### src/rtl/blkmv_pkg.sv
// Shared definitions for the counted block move engine.
// Holds the variant codes, the sequencer states and a small helper.
package blkmv_pkg;

    // Variant codes; the code value is the external encoding on the variant port.
    typedef enum logic [2:0] {
        MV_WORD_UP     = 3'd0,
        MV_WORD_DN     = 3'd1,
        MV_WORD_TO_FIX = 3'd2,
        MV_BYTE_TO_FIX = 3'd3,
        MV_FIX_TO_WORD = 3'd4,
        MV_FIX_TO_BYTE = 3'd5
    } mv_kind_e;

    // Sequencer states.
    typedef enum logic [1:0] {
        ST_IDLE  = 2'd0,
        ST_READ  = 2'd1,
        ST_WRITE = 2'd2
    } mv_state_e;

    // True for the variants that move single bytes.
    function automatic logic kind_is_byte(input logic [2:0] k);
        return (k == MV_BYTE_TO_FIX) || (k == MV_FIX_TO_BYTE);
    endfunction

endpackage

### src/rtl/blkmv_step.sv
// Variant decoder for the block move engine.
// Maps a variant code to its element size, its legality and the signed
// per-element steps of both pointers. Purely combinational.
// Assumes a word is LANES bytes wide and that steps wrap modulo 2^ADDR_W.
module blkmv_step
    import blkmv_pkg::*;
#(
    parameter int ADDR_W = 16,
    parameter int LANES  = 2
) (
    input  logic [2:0]        kind,
    output logic              legal,
    output logic              byte_mode,
    output logic [ADDR_W-1:0] src_delta,
    output logic [ADDR_W-1:0] dst_delta
);

    localparam logic [ADDR_W-1:0] STEP_WORD = ADDR_W'(LANES);
    localparam logic [ADDR_W-1:0] STEP_BACK = ADDR_W'(~STEP_WORD + 1'b1);
    localparam logic [ADDR_W-1:0] STEP_BYTE = ADDR_W'(1);

    // Decode the pointer steps for the selected variant.
    always_comb begin
        legal     = 1'b1;
        byte_mode = kind_is_byte(kind);
        src_delta = '0;
        dst_delta = '0;
        case (kind)
            MV_WORD_UP:     begin src_delta = STEP_WORD; dst_delta = STEP_WORD; end
            MV_WORD_DN:     begin src_delta = STEP_BACK; dst_delta = STEP_BACK; end
            MV_WORD_TO_FIX: begin src_delta = STEP_WORD; end
            MV_BYTE_TO_FIX: begin src_delta = STEP_BYTE; end
            MV_FIX_TO_WORD: begin dst_delta = STEP_WORD; end
            MV_FIX_TO_BYTE: begin dst_delta = STEP_BYTE; end
            default:        begin legal = 1'b0; end
        endcase
    end

endmodule

### src/rtl/blkmv_lanes.sv
// Byte-lane steering for the block move engine.
// On reads it extracts either the whole word or the byte in lane rd_lo.
// On writes it drives either the held word or the held byte copied onto
// every lane, and builds the byte enables.
// Assumes DATA_W is a multiple of 8 with at least two lanes.
module blkmv_lanes #(
    parameter int DATA_W    = 16,
    parameter int LANES     = DATA_W / 8,
    parameter int LANE_BITS = $clog2(LANES)
) (
    input  logic                 byte_mode,
    input  logic                 we,
    input  logic [LANE_BITS-1:0] rd_lo,
    input  logic [LANE_BITS-1:0] wr_lo,
    input  logic [DATA_W-1:0]    rdata,
    input  logic [DATA_W-1:0]    hold,
    output logic [DATA_W-1:0]    elem_rd,
    output logic [DATA_W-1:0]    wdata,
    output logic [LANES-1:0]     be
);

    logic [LANES-1:0]      rd_hit;
    logic [LANES-1:0]      wr_hit;
    logic [LANES-1:0][7:0] lane_pick;
    logic [7:0]            rd_byte;

    for (genvar i = 0; i < LANES; i++) begin : g_lane
        assign rd_hit[i]        = (rd_lo == LANE_BITS'(i));
        assign wr_hit[i]        = (wr_lo == LANE_BITS'(i));
        assign lane_pick[i]     = rd_hit[i] ? rdata[8*i +: 8] : 8'h00;
        assign wdata[8*i +: 8]  = byte_mode ? hold[7:0] : hold[8*i +: 8];
        assign be[i]            = byte_mode ? (we ? wr_hit[i] : rd_hit[i]) : 1'b1;
    end

    // Merge the masked lanes into the selected read byte.
    always_comb begin
        rd_byte = 8'h00;
        for (int i = 0; i < LANES; i++) begin
            rd_byte = rd_byte | lane_pick[i];
        end
    end

    // Present the element captured from a read: full word or zero-extended byte.
    always_comb begin
        elem_rd = byte_mode ? {{(DATA_W-8){1'b0}}, rd_byte} : rdata;
    end

endmodule

### src/rtl/blkmv_ctrl.sv
// Sequencer and working registers of the block move engine.
// Runs read, then write, for each element. It updates the pointers and the
// count on the write handshake and chooses done, suspend or the next element
// in that same cycle. Refuses misaligned word moves and illegal variants.
// Assumes the memory holds request fields stable only while it sees them.
module blkmv_ctrl
    import blkmv_pkg::*;
#(
    parameter int ADDR_W    = 16,
    parameter int CNT_W     = 16,
    parameter int DATA_W    = 16,
    parameter int LANE_BITS = 1
) (
    input  logic              clk,
    input  logic              rst_n,
    input  logic              start,
    input  logic [2:0]        kind_in,
    input  logic [ADDR_W-1:0] src_in,
    input  logic [ADDR_W-1:0] dst_in,
    input  logic [CNT_W-1:0]  cnt_in,
    input  logic              irq_pend,
    input  logic              legal,
    input  logic              byte_mode,
    input  logic [ADDR_W-1:0] src_delta,
    input  logic [ADDR_W-1:0] dst_delta,
    input  logic [DATA_W-1:0] elem_rd,
    input  logic              mem_rdy,
    output logic [2:0]        kind_cur,
    output logic              mem_req,
    output logic              mem_we,
    output logic [ADDR_W-1:0] mem_addr,
    output logic [DATA_W-1:0] hold,
    output logic [ADDR_W-1:0] src_q,
    output logic [ADDR_W-1:0] dst_q,
    output logic [CNT_W-1:0]  cnt_q,
    output logic              busy,
    output logic              done,
    output logic              suspend,
    output logic              bus_err
);

    mv_state_e   state;
    logic [2:0]  kind_q;
    logic        misaligned;
    logic        last_elem;

    // Variant seen by the decoder: the port while idle, the latched code while running.
    always_comb begin
        kind_cur = (state == ST_IDLE) ? kind_in : kind_q;
    end

    // Word moves need both starting pointers on a word boundary.
    always_comb begin
        misaligned = !byte_mode &&
                     ((src_in[LANE_BITS-1:0] != '0) || (dst_in[LANE_BITS-1:0] != '0));
        last_elem  = (cnt_q == CNT_W'(1));
    end

    // Memory request fields follow the state.
    always_comb begin
        mem_req  = (state == ST_READ) || (state == ST_WRITE);
        mem_we   = (state == ST_WRITE);
        mem_addr = (state == ST_WRITE) ? dst_q : src_q;
        busy     = (state != ST_IDLE);
    end

    // Sequencer, working registers and the one-cycle status pulses.
    always_ff @(posedge clk) begin
        if (!rst_n) begin
            state   <= ST_IDLE;
            kind_q  <= '0;
            src_q   <= '0;
            dst_q   <= '0;
            cnt_q   <= '0;
            hold    <= '0;
            done    <= 1'b0;
            suspend <= 1'b0;
            bus_err <= 1'b0;
        end else begin
            done    <= 1'b0;
            suspend <= 1'b0;
            bus_err <= 1'b0;
            case (state)
                ST_IDLE: begin
                    if (start && legal) begin
                        if (misaligned) begin
                            bus_err <= 1'b1;
                        end else begin
                            kind_q <= kind_in;
                            src_q  <= src_in;
                            dst_q  <= dst_in;
                            cnt_q  <= cnt_in;
                            state  <= ST_READ;
                        end
                    end
                end
                ST_READ: begin
                    if (mem_rdy) begin
                        hold  <= elem_rd;
                        state <= ST_WRITE;
                    end
                end
                ST_WRITE: begin
                    if (mem_rdy) begin
                        src_q <= src_q + src_delta;
                        dst_q <= dst_q + dst_delta;
                        cnt_q <= cnt_q - CNT_W'(1);
                        if (last_elem) begin
                            done  <= 1'b1;
                            state <= ST_IDLE;
                        end else if (irq_pend) begin
                            suspend <= 1'b1;
                            state   <= ST_IDLE;
                        end else begin
                            state <= ST_READ;
                        end
                    end
                end
                default: state <= ST_IDLE;
            endcase
        end
    end


    req_hold_chk: assert property (@(posedge clk) disable iff (!rst_n)
        (mem_req && !mem_rdy) |=> (mem_req && $stable(mem_we) && $stable(mem_addr)));


    rd_then_wr_chk: assert property (@(posedge clk) disable iff (!rst_n)
        (mem_req && !mem_we && mem_rdy) |=> (mem_req && mem_we));


    done_pulse_chk: assert property (@(posedge clk) disable iff (!rst_n)
        done |=> !done);


    done_zero_chk: assert property (@(posedge clk) disable iff (!rst_n)
        done |-> (cnt_q == '0 && !busy));


    susp_cause_chk: assert property (@(posedge clk) disable iff (!rst_n)
        suspend |-> ($past(irq_pend) && cnt_q != '0 && !busy));


    susp_done_excl_chk: assert property (@(posedge clk) disable iff (!rst_n)
        !(suspend && done));


    berr_quiet_chk: assert property (@(posedge clk) disable iff (!rst_n)
        bus_err |-> (!mem_req && $stable(src_q) && $stable(dst_q) && $stable(cnt_q)));


    illegal_ignore_chk: assert property (@(posedge clk) disable iff (!rst_n)
        (!busy && start && !legal) |=> (!busy && !bus_err));

endmodule

### src/rtl/blkmv_engine.sv
// Counted block move engine, top level.
// Copies elements from a source pointer to a destination pointer through one
// shared memory port, counting down an element count, in one of six variants.
// It exposes the working registers so that an interrupt can stop the move
// and a later start can resume it. Assumes byte addresses with little-endian
// lanes: lane i carries the byte whose address has low bits equal to i.
module blkmv_engine #(
    parameter int ADDR_W = 16,
    parameter int CNT_W  = 16,
    parameter int DATA_W = 16
) (
    input  logic                  clk,
    input  logic                  rst_n,
    input  logic                  start,
    input  logic [2:0]            variant,
    input  logic [ADDR_W-1:0]     src_in,
    input  logic [ADDR_W-1:0]     dst_in,
    input  logic [CNT_W-1:0]      cnt_in,
    input  logic                  irq_pend,
    output logic                  mem_req,
    output logic                  mem_we,
    output logic [ADDR_W-1:0]     mem_addr,
    output logic [DATA_W/8-1:0]   mem_be,
    output logic [DATA_W-1:0]     mem_wdata,
    input  logic [DATA_W-1:0]     mem_rdata,
    input  logic                  mem_rdy,
    output logic                  busy,
    output logic                  done,
    output logic                  suspend,
    output logic                  bus_err,
    output logic [ADDR_W-1:0]     src_o,
    output logic [ADDR_W-1:0]     dst_o,
    output logic [CNT_W-1:0]      cnt_o
);

    localparam int LANES     = DATA_W / 8;
    localparam int LANE_BITS = $clog2(LANES);

    logic [2:0]        kind_cur;
    logic              legal;
    logic              byte_mode;
    logic [ADDR_W-1:0] src_delta;
    logic [ADDR_W-1:0] dst_delta;
    logic [DATA_W-1:0] elem_rd;
    logic [DATA_W-1:0] hold;

    blkmv_step #(
        .ADDR_W (ADDR_W),
        .LANES  (LANES)
    ) u_step (
        .kind      (kind_cur),
        .legal     (legal),
        .byte_mode (byte_mode),
        .src_delta (src_delta),
        .dst_delta (dst_delta)
    );

    blkmv_lanes #(
        .DATA_W    (DATA_W),
        .LANES     (LANES),
        .LANE_BITS (LANE_BITS)
    ) u_lanes (
        .byte_mode (byte_mode),
        .we        (mem_we),
        .rd_lo     (src_o[LANE_BITS-1:0]),
        .wr_lo     (dst_o[LANE_BITS-1:0]),
        .rdata     (mem_rdata),
        .hold      (hold),
        .elem_rd   (elem_rd),
        .wdata     (mem_wdata),
        .be        (mem_be)
    );

    blkmv_ctrl #(
        .ADDR_W    (ADDR_W),
        .CNT_W     (CNT_W),
        .DATA_W    (DATA_W),
        .LANE_BITS (LANE_BITS)
    ) u_ctrl (
        .clk       (clk),
        .rst_n     (rst_n),
        .start     (start),
        .kind_in   (variant),
        .src_in    (src_in),
        .dst_in    (dst_in),
        .cnt_in    (cnt_in),
        .irq_pend  (irq_pend),
        .legal     (legal),
        .byte_mode (byte_mode),
        .src_delta (src_delta),
        .dst_delta (dst_delta),
        .elem_rd   (elem_rd),
        .mem_rdy   (mem_rdy),
        .kind_cur  (kind_cur),
        .mem_req   (mem_req),
        .mem_we    (mem_we),
        .mem_addr  (mem_addr),
        .hold      (hold),
        .src_q     (src_o),
        .dst_q     (dst_o),
        .cnt_q     (cnt_o),
        .busy      (busy),
        .done      (done),
        .suspend   (suspend),
        .bus_err   (bus_err)
    );

endmodule

### config.mk
export PLATFORM = sky130hd
export DESIGN_NAME = blkmv_engine
export DESIGN_NICKNAME = d
export VERILOG_FILES = /design/src/rtl/blkmv_pkg.sv /design/src/rtl/blkmv_step.sv /design/src/rtl/blkmv_lanes.sv /design/src/rtl/blkmv_ctrl.sv /design/src/rtl/blkmv_engine.sv
export SDC_FILE = /design/constraint.sdc
export NUM_CORES = 1
export LEC_CHECK = 0
export ABC_AREA = 0
export BUFFER_PORTS_ARGS = -buffer_cell sky130_fd_sc_hd__buf_2
export CAP_MARGIN = 40
export CORE_UTILIZATION = 25
export CTS_CLUSTER_SIZE = 28
export DETAILED_ROUTE_END_ITERATION = 10
export PLACE_DENSITY = 0.46
export SYNTH_ARGS = -nofsm -noshare
export SYNTH_HDL_FRONTEND = slang
export SYNTH_SLANG_ARGS = --single-unit
### constraint.sdc
create_clock -name clk -period 5.8 [get_ports clk]
set_input_delay 0 -clock clk [delete_from_list [all_inputs] [get_ports clk]]
set_output_delay 0 -clock clk [all_outputs]
set_load 0.005 [all_outputs]
==> metrics.txt, run 1 <==
# TYPE chip_impl_metric gauge
chip_impl_info{name="setup_repair_after_global_routing_missed_its_margin",value="false"} 1
chip_impl_metric{name="port_buffers",unit=""} 159
chip_impl_metric{name="detailroute.via_count",unit=""} 5447
chip_impl_metric{name="gr-usage-all-layers",unit=""} 0.162
chip_impl_metric{name="worst_path_largest_cell_delay",unit="ns"} 0.49
chip_impl_info{name="most_used_flip_flop_cell_after_synthesis",value="sky130_fd_sc_hd__dfxtp_1"} 1
chip_impl_metric{name="synthCells",unit=""} 663
chip_impl_metric{name="post-synth-top-area-fraction",unit=""} 0.273
chip_impl_metric{name="timing.max_cap.violations",unit=""} 0
chip_impl_metric{name="num_rows",unit=""} 52
chip_impl_metric{name="worst_setup_hold_path_clk_slew",unit="ns"} 0.07
chip_impl_metric{name="h-tree-depth",unit=""} 3
chip_impl_metric{name="antenna_found_initial",unit=""} 0
chip_impl_metric{name="mappedNetlistArea",unit="mm2"} 0.00529
chip_impl_metric{name="detail_route.first_pass.iterations",unit=""} 4
chip_impl_info{name="commonest_non_fill_non_tap_cell_in_the_layout",value="sky130_fd_sc_hd__buf_2"} 1
chip_impl_metric{name="fillers",unit=""} 2214
chip_impl_metric{name="post_cts_resize_count",unit=""} 0
chip_impl_info{name="hold_start",value="variant[1]"} 1
chip_impl_metric{name="route.detailed.vias_per_inst",unit=""} 4.89
chip_impl_metric{name="max_freq",unit="GHz"} 0.231
chip_impl_info{name="cpLargestDelayFamily",value="compound AO/OA/AOI/OAI gates"} 1
chip_impl_metric{name="edff_count_synth",unit=""} 0
chip_impl_info{name="critical_path_cell_by_cell",value="inv_1 > ha_1 > nand2b_1 > o32a_1 > inv_1 > ha_1 > o211ai_1 > o21ai_0 > o21bai_1 > a21oi_1 > o21ai_0 > or4_1 > nand3_1"} 1
chip_impl_metric{name="worst-path-stages",unit=""} 13
chip_impl_metric{name="cts_max_path_buffers",unit=""} 2
chip_impl_metric{name="power-per-cell-area",unit="mW/mm2"} 419
chip_impl_metric{name="seq_total_area_yosys",unit=""} 0.273
chip_impl_info{name="status",value="finished, final reports clean"} 1
chip_impl_metric{name="antenna_left",unit=""} 0
chip_impl_info{name="most-common-layout-cells",value="sky130_fd_sc_hd__buf_2, sky130_fd_sc_hd__dfxtp_1, sky130_fd_sc_hd__nor2_1"} 1
chip_impl_metric{name="slack_of_the_worst_reg_to_reg_path",unit="ns"} 1.47
chip_impl_metric{name="ys_ff_latch",unit=""} 72
chip_impl_info{name="tritoncts",value="yes"} 1
chip_impl_metric{name="r2r.worst_path.cells",unit=""} 13
chip_impl_metric{name="timing_worst_slew_pin_value",unit="ns"} 0.817
chip_impl_metric{name="final_period_minus_worst_setup_slack",unit="ns"} 4.33
chip_impl_metric{name="die_height",unit="um"} 147
chip_impl_metric{name="grt_start_max_net_pins",unit=""} 54
chip_impl_metric{name="total_power",unit="mW"} 2.92
chip_impl_metric{name="postSynth.asyncResetShare",unit=""} 0
chip_impl_metric{name="finalWeightedCongestion",unit=""} 0.779
chip_impl_metric{name="drt_wl_total",unit="um"} 17600
chip_impl_info{name="min_path_type",value="in -> reg"} 1
chip_impl_metric{name="crit_arrival",unit="ns"} 4.62
chip_impl_metric{name="dieWidth",unit="um"} 147
chip_impl_metric{name="number_of_different_library_cells_in_the_post_synthesis_netlist",unit=""} 65
chip_impl_metric{name="setup-tns-final",unit="ns"} 0
chip_impl_info{name="r2r_end",value="u_ctrl.src_q[15]$_SDFFE_PN0P_"} 1
chip_impl_metric{name="finish.net_count",unit=""} 951
chip_impl_info{name="crit_path_end_kind",value="flip-flop"} 1
chip_impl_info{name="criticalPathCategory",value="reg -> reg"} 1
chip_impl_metric{name="maxSlewViolCount",unit=""} 0
chip_impl_info{name="rr_startpoint",value="u_ctrl.state[0]$_SDFFE_PN0P_"} 1
chip_impl_metric{name="timing.clock.skew",unit="ns"} 0.00913
chip_impl_info{name="synth_top_cell_by_area",value="sky130_fd_sc_hd__dfxtp_1"} 1
chip_impl_metric{name="final.period_utilization",unit=""} 0.747
chip_impl_info{name="hold-path-endpoint",value="u_ctrl.kind_q[1]$_SDFFE_PN0P_"} 1
chip_impl_info{name="cp-start-kind",value="flip-flop"} 1
chip_impl_metric{name="maxSlewHeadroom",unit=""} 0.455
chip_impl_metric{name="effective_utilization_at_floorplan",unit=""} 0.258
chip_impl_metric{name="drt_iter0_drc",unit=""} 259
chip_impl_metric{name="clkLatencyLatePin",unit="ns"} 0.35
chip_impl_metric{name="via_count_of_the_first_global_routing_pass",unit=""} 5105
chip_impl_info{name="worst_path_max_delay_cell",value="sky130_fd_sc_hd__or4_1"} 1
chip_impl_metric{name="synthesis.yosys.warnings",unit=""} 0
chip_impl_metric{name="hold_violations",unit=""} 0
chip_impl_info{name="clock_tree.root_cell",value="sky130_fd_sc_hd__clkbuf_16"} 1
chip_impl_metric{name="crit_path_max_fanout",unit=""} 16
chip_impl_metric{name="vdd_drop_max",unit="mV"} 0.153
chip_impl_metric{name="cts.repair_timing.setup_buffer_count",unit=""} 0
chip_impl_metric{name="post_drt_wl_per_cell",unit="um"} 15.8
chip_impl_metric{name="dpl.hpwl",unit="um"} 12700
chip_impl_metric{name="first_pass_grt_wire_length",unit="um"} 27600
chip_impl_metric{name="io_pins",unit=""} 160
chip_impl_metric{name="syn_to_final_growth",unit="%"} 32.1
chip_impl_info{name="synth.top_cells.by_area",value="sky130_fd_sc_hd__dfxtp_1, sky130_fd_sc_hd__ha_1, sky130_fd_sc_hd__a21oi_1, sky130_fd_sc_hd__o21ai_0, sky130_fd_sc_hd__mux2_2"} 1
chip_impl_metric{name="grt_remaining_overflow",unit=""} 0
chip_impl_metric{name="crit_buf_inv",unit=""} 2
chip_impl_metric{name="leakage_power_of_the_design",unit="nW"} 3.14
chip_impl_metric{name="post_route_cells_drive_above_1_share",unit=""} 0.257
chip_impl_metric{name="design.die.area",unit="mm2"} 0.0217
chip_impl_metric{name="numClockSinks",unit=""} 72
chip_impl_metric{name="antenna-diode-count",unit=""} 0
chip_impl_metric{name="drt_drc_violations_left",unit=""} 0
chip_impl_metric{name="core_area",unit="mm2"} 0.0205
chip_impl_metric{name="syn_nets",unit=""} 774
chip_impl_metric{name="report.final.setup_viol",unit=""} 0
chip_impl_metric{name="critPathRequiredTime",unit="ns"} 6.08
chip_impl_metric{name="hold-path-cell-count",unit=""} 3
chip_impl_metric{name="cts_buffers",unit=""} 9
chip_impl_metric{name="ctsHoldBuffers",unit=""} 44
chip_impl_metric{name="post_synth.cell_area_avg",unit="um2"} 7.97
==> routing by layer <==
metal,up-vias,part of all wire,global-route usage
li1,2786,-,-
met2,150,0.47,0.273
met3,11,0.047,0.0340
met1,2500,0.48,0.213
met5,-,0,0
met4,0,0.0089,0.0330
==> area by class of cell <==
type	instances	area, um2	area share
clock buffer	10	229	0.0328
multi-input combinational	516	3520	0.505
inverter	31	116	0.0167
tap	270	338	0.0484
sequential	72	1440	0.206
timing repair buffer	210	1290	0.185
clock inverter	6	45.0	0.00645
==> worst register-to-register path, stage by stage (launching register included) <==
cell                       delay [ns]
sky130_fd_sc_hd__dfxtp_1         0.41
sky130_fd_sc_hd__inv_1           0.11
sky130_fd_sc_hd__ha_1            0.45
sky130_fd_sc_hd__nand2b_1        0.29
sky130_fd_sc_hd__o32a_1          0.38
sky130_fd_sc_hd__inv_1           0.47
sky130_fd_sc_hd__ha_1            0.37
sky130_fd_sc_hd__o211ai_1        0.12
sky130_fd_sc_hd__o21ai_0         0.37
sky130_fd_sc_hd__o21bai_1        0.18
sky130_fd_sc_hd__a21oi_1         0.35
sky130_fd_sc_hd__o21ai_0         0.19
sky130_fd_sc_hd__or4_1           0.49
sky130_fd_sc_hd__nand3_1         0.08
==> per-stage QoR <==
step | worst slack (ns) | cell area [um2] | hold WS (ns) | std cells | utilization
after CTS | 1.44 | 6980 | 0.00333 | 1115 | 0.341
after detailed placement | 1.51 | 6270 | 0.227 | 1055 | 0.306
after global routing | 1.06 | 6980 | 0.0188 | 1115 | 0.341
after global placement | 1.62 | 6260 | 0.228 | 1054 | 0.305
final | 1.47 | 6980 | 0.00802 | 1115 | 0.341
after floorplan | 2.16 | 5290 | 0.131 | 663 | -
==> cell usage after synthesis (6+ instances only) <==
cell	n
sky130_fd_sc_hd__a211oi_1	32
sky130_fd_sc_hd__a21o_1	9
sky130_fd_sc_hd__a21oi_1	57
sky130_fd_sc_hd__a22oi_1	10
sky130_fd_sc_hd__a31oi_1	12
sky130_fd_sc_hd__buf_4	12
sky130_fd_sc_hd__clkbuf_1	25
sky130_fd_sc_hd__dfxtp_1	72
sky130_fd_sc_hd__ha_1	37
sky130_fd_sc_hd__inv_1	30
sky130_fd_sc_hd__mux2_2	23
sky130_fd_sc_hd__mux2i_1	21
sky130_fd_sc_hd__nand2_1	46
sky130_fd_sc_hd__nand3_1	18
sky130_fd_sc_hd__nor2_1	62
sky130_fd_sc_hd__nor2b_1	8
sky130_fd_sc_hd__nor3_1	19
sky130_fd_sc_hd__o21a_1	8
sky130_fd_sc_hd__o21ai_0	54
sky130_fd_sc_hd__xnor2_1	14
sky130_fd_sc_hd__xor2_1	6
==> registers in the layout, summed over array words and instances, names as in the netlist <==
signal,cells
u_ctrl.done,1
u_ctrl.state,2
u_ctrl.cnt_q,16
u_ctrl.src_q,16
u_ctrl.bus_err,1
u_ctrl.kind_q,3
u_ctrl.suspend,1
u_ctrl.hold,16
u_ctrl.dst_q,16
==> cell families after synthesis <==
group | share of synthesized area
AO/OA/AOI/OAI | 0.263
AND/OR/NAND/NOR | 0.178
buffers and inverters | 0.0644
flip-flops | 0.273
multiplexers | 0.0930
adder cells (fa/ha/maj) | 0.0952
XOR/XNOR | 0.0331
==> report_power, final <==
group / total (mW) / internal (mW) / switching, mW
Combinational: 1.55 / 0.670 / 0.881
Clock: 0.535 / 0.291 / 0.243
Sequential: 0.837 / 0.649 / 0.188
Total: 2.92 / 1.61 / 1.31
==> worst max-delay path by stage <==
stage	from	endpoint
floorplan	u_ctrl.state[0]$_SDFFE_PN0P_	u_ctrl.src_q[12]$_SDFFE_PN0P_
global placement	u_ctrl.state[0]$_SDFFE_PN0P_	u_ctrl.src_q[15]$_SDFFE_PN0P_
detailed placement	u_ctrl.state[0]$_SDFFE_PN0P_	u_ctrl.src_q[15]$_SDFFE_PN0P_
CTS	u_ctrl.state[0]$_SDFFE_PN0P_	u_ctrl.src_q[15]$_SDFFE_PN0P_
global route	u_ctrl.state[0]$_SDFFE_PN0P_	u_ctrl.src_q[15]$_SDFFE_PN0P_
finish	u_ctrl.state[0]$_SDFFE_PN0P_	u_ctrl.src_q[15]$_SDFFE_PN0P_
No activity file was read; power rests on OpenSTA's default activity.
==> run 2: changes to the inputs <==
Clock period 5.8 ns to 4 ns, I/O delays scaled along.
==> run 2 against run 1 <==
Maximum frequency rose by 18%. Die area unchanged. Global-route usage is 0.15 points higher. Hold slack about the same. Count of clock-buffer cells in the layout did not move. Critical path depth did not move. Via count rose by 0.61%. Power rose by 49%. Setup slack worse by 1.1 ns. Non-clock buffer count rose by 6. Sequential power increased by 46%. Core utilization grew 0.36 points.
==> metrics.txt, run 2 (synthesis gave the netlist of run 1 again) <==
# TYPE chip_impl_metric gauge
chip_impl_metric{name="timing.max_cap.violations",unit=""} 0
chip_impl_metric{name="route.detailed.vias_per_inst",unit=""} 4.89
chip_impl_metric{name="worst_path_largest_cell_delay",unit="ns"} 0.41
chip_impl_metric{name="design.die.area",unit="mm2"} 0.0217
chip_impl_metric{name="hold_violations",unit=""} 0
chip_impl_info{name="critical_path_cell_by_cell",value="inv_1 > ha_1 > nand2b_1 > o32a_1 > inv_1 > ha_1 > nor2b_1 > o31ai_2 > a311oi_1 > a211oi_2 > o21bai_1 > a2111oi_1 > nand4b_1"} 1
chip_impl_metric{name="setup-tns-final",unit="ns"} 0
chip_impl_metric{name="finalWeightedCongestion",unit=""} 0.800
chip_impl_metric{name="maxSlewViolCount",unit=""} 0
chip_impl_metric{name="fin_worst_hold_slack",unit="ns"} 0.00796
chip_impl_metric{name="dpl.hpwl",unit="um"} 12700
chip_impl_metric{name="detailroute.via_count",unit=""} 5480
chip_impl_metric{name="timing_worst_slew_pin_value",unit="ns"} 0.809
chip_impl_metric{name="h-tree-depth",unit=""} 3
chip_impl_metric{name="max_freq",unit="GHz"} 0.273
chip_impl_metric{name="power-per-cell-area",unit="mW/mm2"} 619
chip_impl_metric{name="syn_to_final_growth",unit="%"} 33.5
chip_impl_info{name="worst_path_max_delay_cell",value="sky130_fd_sc_hd__a2111oi_1"} 1
chip_impl_metric{name="die_height",unit="um"} 147
chip_impl_metric{name="crit_path_max_fanout",unit=""} 9
chip_impl_metric{name="effective_utilization_at_floorplan",unit=""} 0.258
chip_impl_metric{name="cts.repair_timing.setup_buffer_count",unit=""} 0
chip_impl_metric{name="grt_remaining_overflow",unit=""} 0
chip_impl_metric{name="drt_wl_total",unit="um"} 17600
chip_impl_metric{name="timing.clock.skew",unit="ns"} 0.00872
chip_impl_metric{name="clkLatencyLatePin",unit="ns"} 0.34
chip_impl_metric{name="dieWidth",unit="um"} 147
chip_impl_metric{name="report.final.setup_viol",unit=""} 0
chip_impl_metric{name="drt_iter0_drc",unit=""} 208
chip_impl_metric{name="gr-usage-all-layers",unit=""} 0.164
chip_impl_metric{name="drt_drc_violations_left",unit=""} 0
chip_impl_metric{name="vdd_drop_max",unit="mV"} 0.297
chip_impl_info{name="commonest_non_fill_non_tap_cell_in_the_layout",value="sky130_fd_sc_hd__buf_2"} 1
chip_impl_metric{name="grt_start_max_net_pins",unit=""} 60
chip_impl_info{name="criticalPathCategory",value="reg -> reg"} 1
chip_impl_metric{name="numClockSinks",unit=""} 72
chip_impl_info{name="min_path_type",value="in -> reg"} 1
chip_impl_metric{name="antenna_left",unit=""} 0
chip_impl_metric{name="antenna-diode-count",unit=""} 0
chip_impl_info{name="tritoncts",value="yes"} 1
chip_impl_metric{name="final_period_minus_worst_setup_slack",unit="ns"} 3.66
chip_impl_metric{name="worst_setup_hold_path_clk_slew",unit="ns"} 0.07
chip_impl_metric{name="io_pins",unit=""} 160
chip_impl_metric{name="post_route_cells_drive_above_1_share",unit=""} 0.266
chip_impl_metric{name="num_rows",unit=""} 52
chip_impl_metric{name="cts_buffers",unit=""} 9
chip_impl_info{name="status",value="finished, final reports clean"} 1
chip_impl_info{name="cp-start-kind",value="flip-flop"} 1
chip_impl_metric{name="post_drt_wl_per_cell",unit="um"} 15.7
chip_impl_info{name="clock_tree.root_cell",value="sky130_fd_sc_hd__clkbuf_16"} 1
chip_impl_metric{name="via_count_of_the_first_global_routing_pass",unit=""} 5160
chip_impl_info{name="setup_repair_after_global_routing_missed_its_margin",value="false"} 1
chip_impl_metric{name="critPathRequiredTime",unit="ns"} 4.28
chip_impl_metric{name="port_buffers",unit=""} 159
chip_impl_metric{name="leakage_power_of_the_design",unit="nW"} 3.19
chip_impl_metric{name="antenna_found_initial",unit=""} 0
chip_impl_metric{name="core_area",unit="mm2"} 0.0205
chip_impl_info{name="crit_path_end_kind",value="flip-flop"} 1
chip_impl_metric{name="final.period_utilization",unit=""} 0.915
chip_impl_metric{name="cts_max_path_buffers",unit=""} 2
chip_impl_info{name="most-common-layout-cells",value="sky130_fd_sc_hd__buf_2, sky130_fd_sc_hd__dfxtp_1, sky130_fd_sc_hd__nor2_1"} 1
chip_impl_metric{name="first_pass_grt_wire_length",unit="um"} 28000
chip_impl_metric{name="crit_arrival",unit="ns"} 3.94
chip_impl_metric{name="maxSlewHeadroom",unit=""} 0.460
chip_impl_metric{name="finish.net_count",unit=""} 957
chip_impl_metric{name="detail_route.first_pass.iterations",unit=""} 6
-- run 2: cell count changes in the layout (fill, tap and decap cells not counted), sizes merged --
| cell | previous run | this run |
|---|---|---|
| clkinvlp | 3 | 2 |
| bufinv | 0 | 1 |
| buf | 166 | 174 |
| dlygate4sd3 | 44 | 42 |
-- run 2: repair_timing --
action | in CTS | in global routing
hold buffers | 42 | 0
endpoints found under the setup margin | 0 | 1
endpoints found under the hold margin | 42 | 0
gates resized for setup | 0 | 1
-- run 2: path summary, 6_finish.rpt --
kind,from,endpoint,slack [ns],cells after the start
max reg2reg,u_ctrl.state[0]$_SDFFE_PN0P_,u_ctrl.src_q[12]$_SDFFE_PN0P_,0.34,13
min reg2reg,u_ctrl.hold[13]$_SDFFE_PN0P_,u_ctrl.hold[13]$_SDFFE_PN0P_,0.45,2
max,u_ctrl.state[0]$_SDFFE_PN0P_,u_ctrl.src_q[12]$_SDFFE_PN0P_,0.34,13
min,mem_rdata[5],u_ctrl.hold[5]$_SDFFE_PN0P_,0.008,3
-- run 2: stage by stage --
stage          utilization  worst slack, ns  power [mW]  cells  cell area (um2)
2_1_floorplan            -            0.357        2.73    663             5290
3_3_place_gp         0.309            0.455        3.53   1063             6330
3_5_place_dp         0.309            0.359        3.51   1063             6330
4_1_cts              0.344            0.341        4.43   1121             7050
5_1_grt              0.344           0.0137        4.77   1121             7060
6_report             0.344            0.339        4.37   1121             7060
-- run 2: cell type report --
cell class	count	area, um2
Fill cell	2209	13400
Multi-Input combinational cell	516	3520
Sequential cell	72	1440
Timing Repair Buffer	216	1330
Tap cell	270	338
Clock buffer	10	239
Inverter	31	116
Clock inverter	6	67.6
-- run 2: metal layers --
metal / routed length (um) / global-route usage / up-vias
met1: 8440 / 0.217 / 2528
met3: 797 / 0.0284 / 12
met2: 8140 / 0.274 / 148
li1: - / - / 2792
met4: 203 / 0.0423 / 0
met5: 0 / 0 / -
-- run 2: power breakdown --
group | switching (mW) | internal [mW] | total (mW) | leakage, nW
Sequential | 0.276 | 0.941 | 1.22 | 0.589
Combinational | 1.29 | 1.01 | 2.30 | 2.45
Clock | 0.350 | 0.503 | 0.853 | 0.145
Total | 1.92 | 2.45 | 4.37 | 3.19
-- run 2: worst max-delay path, delay by kind of cell (launching register included) --
family / cells / cell delay, ns
buf+inv: 2 / 0.36
simple gates: 3 / 0.54
compound gates: 6 / 1.73
flops: 1 / 0.40
fa+ha+maj: 2 / 0.58
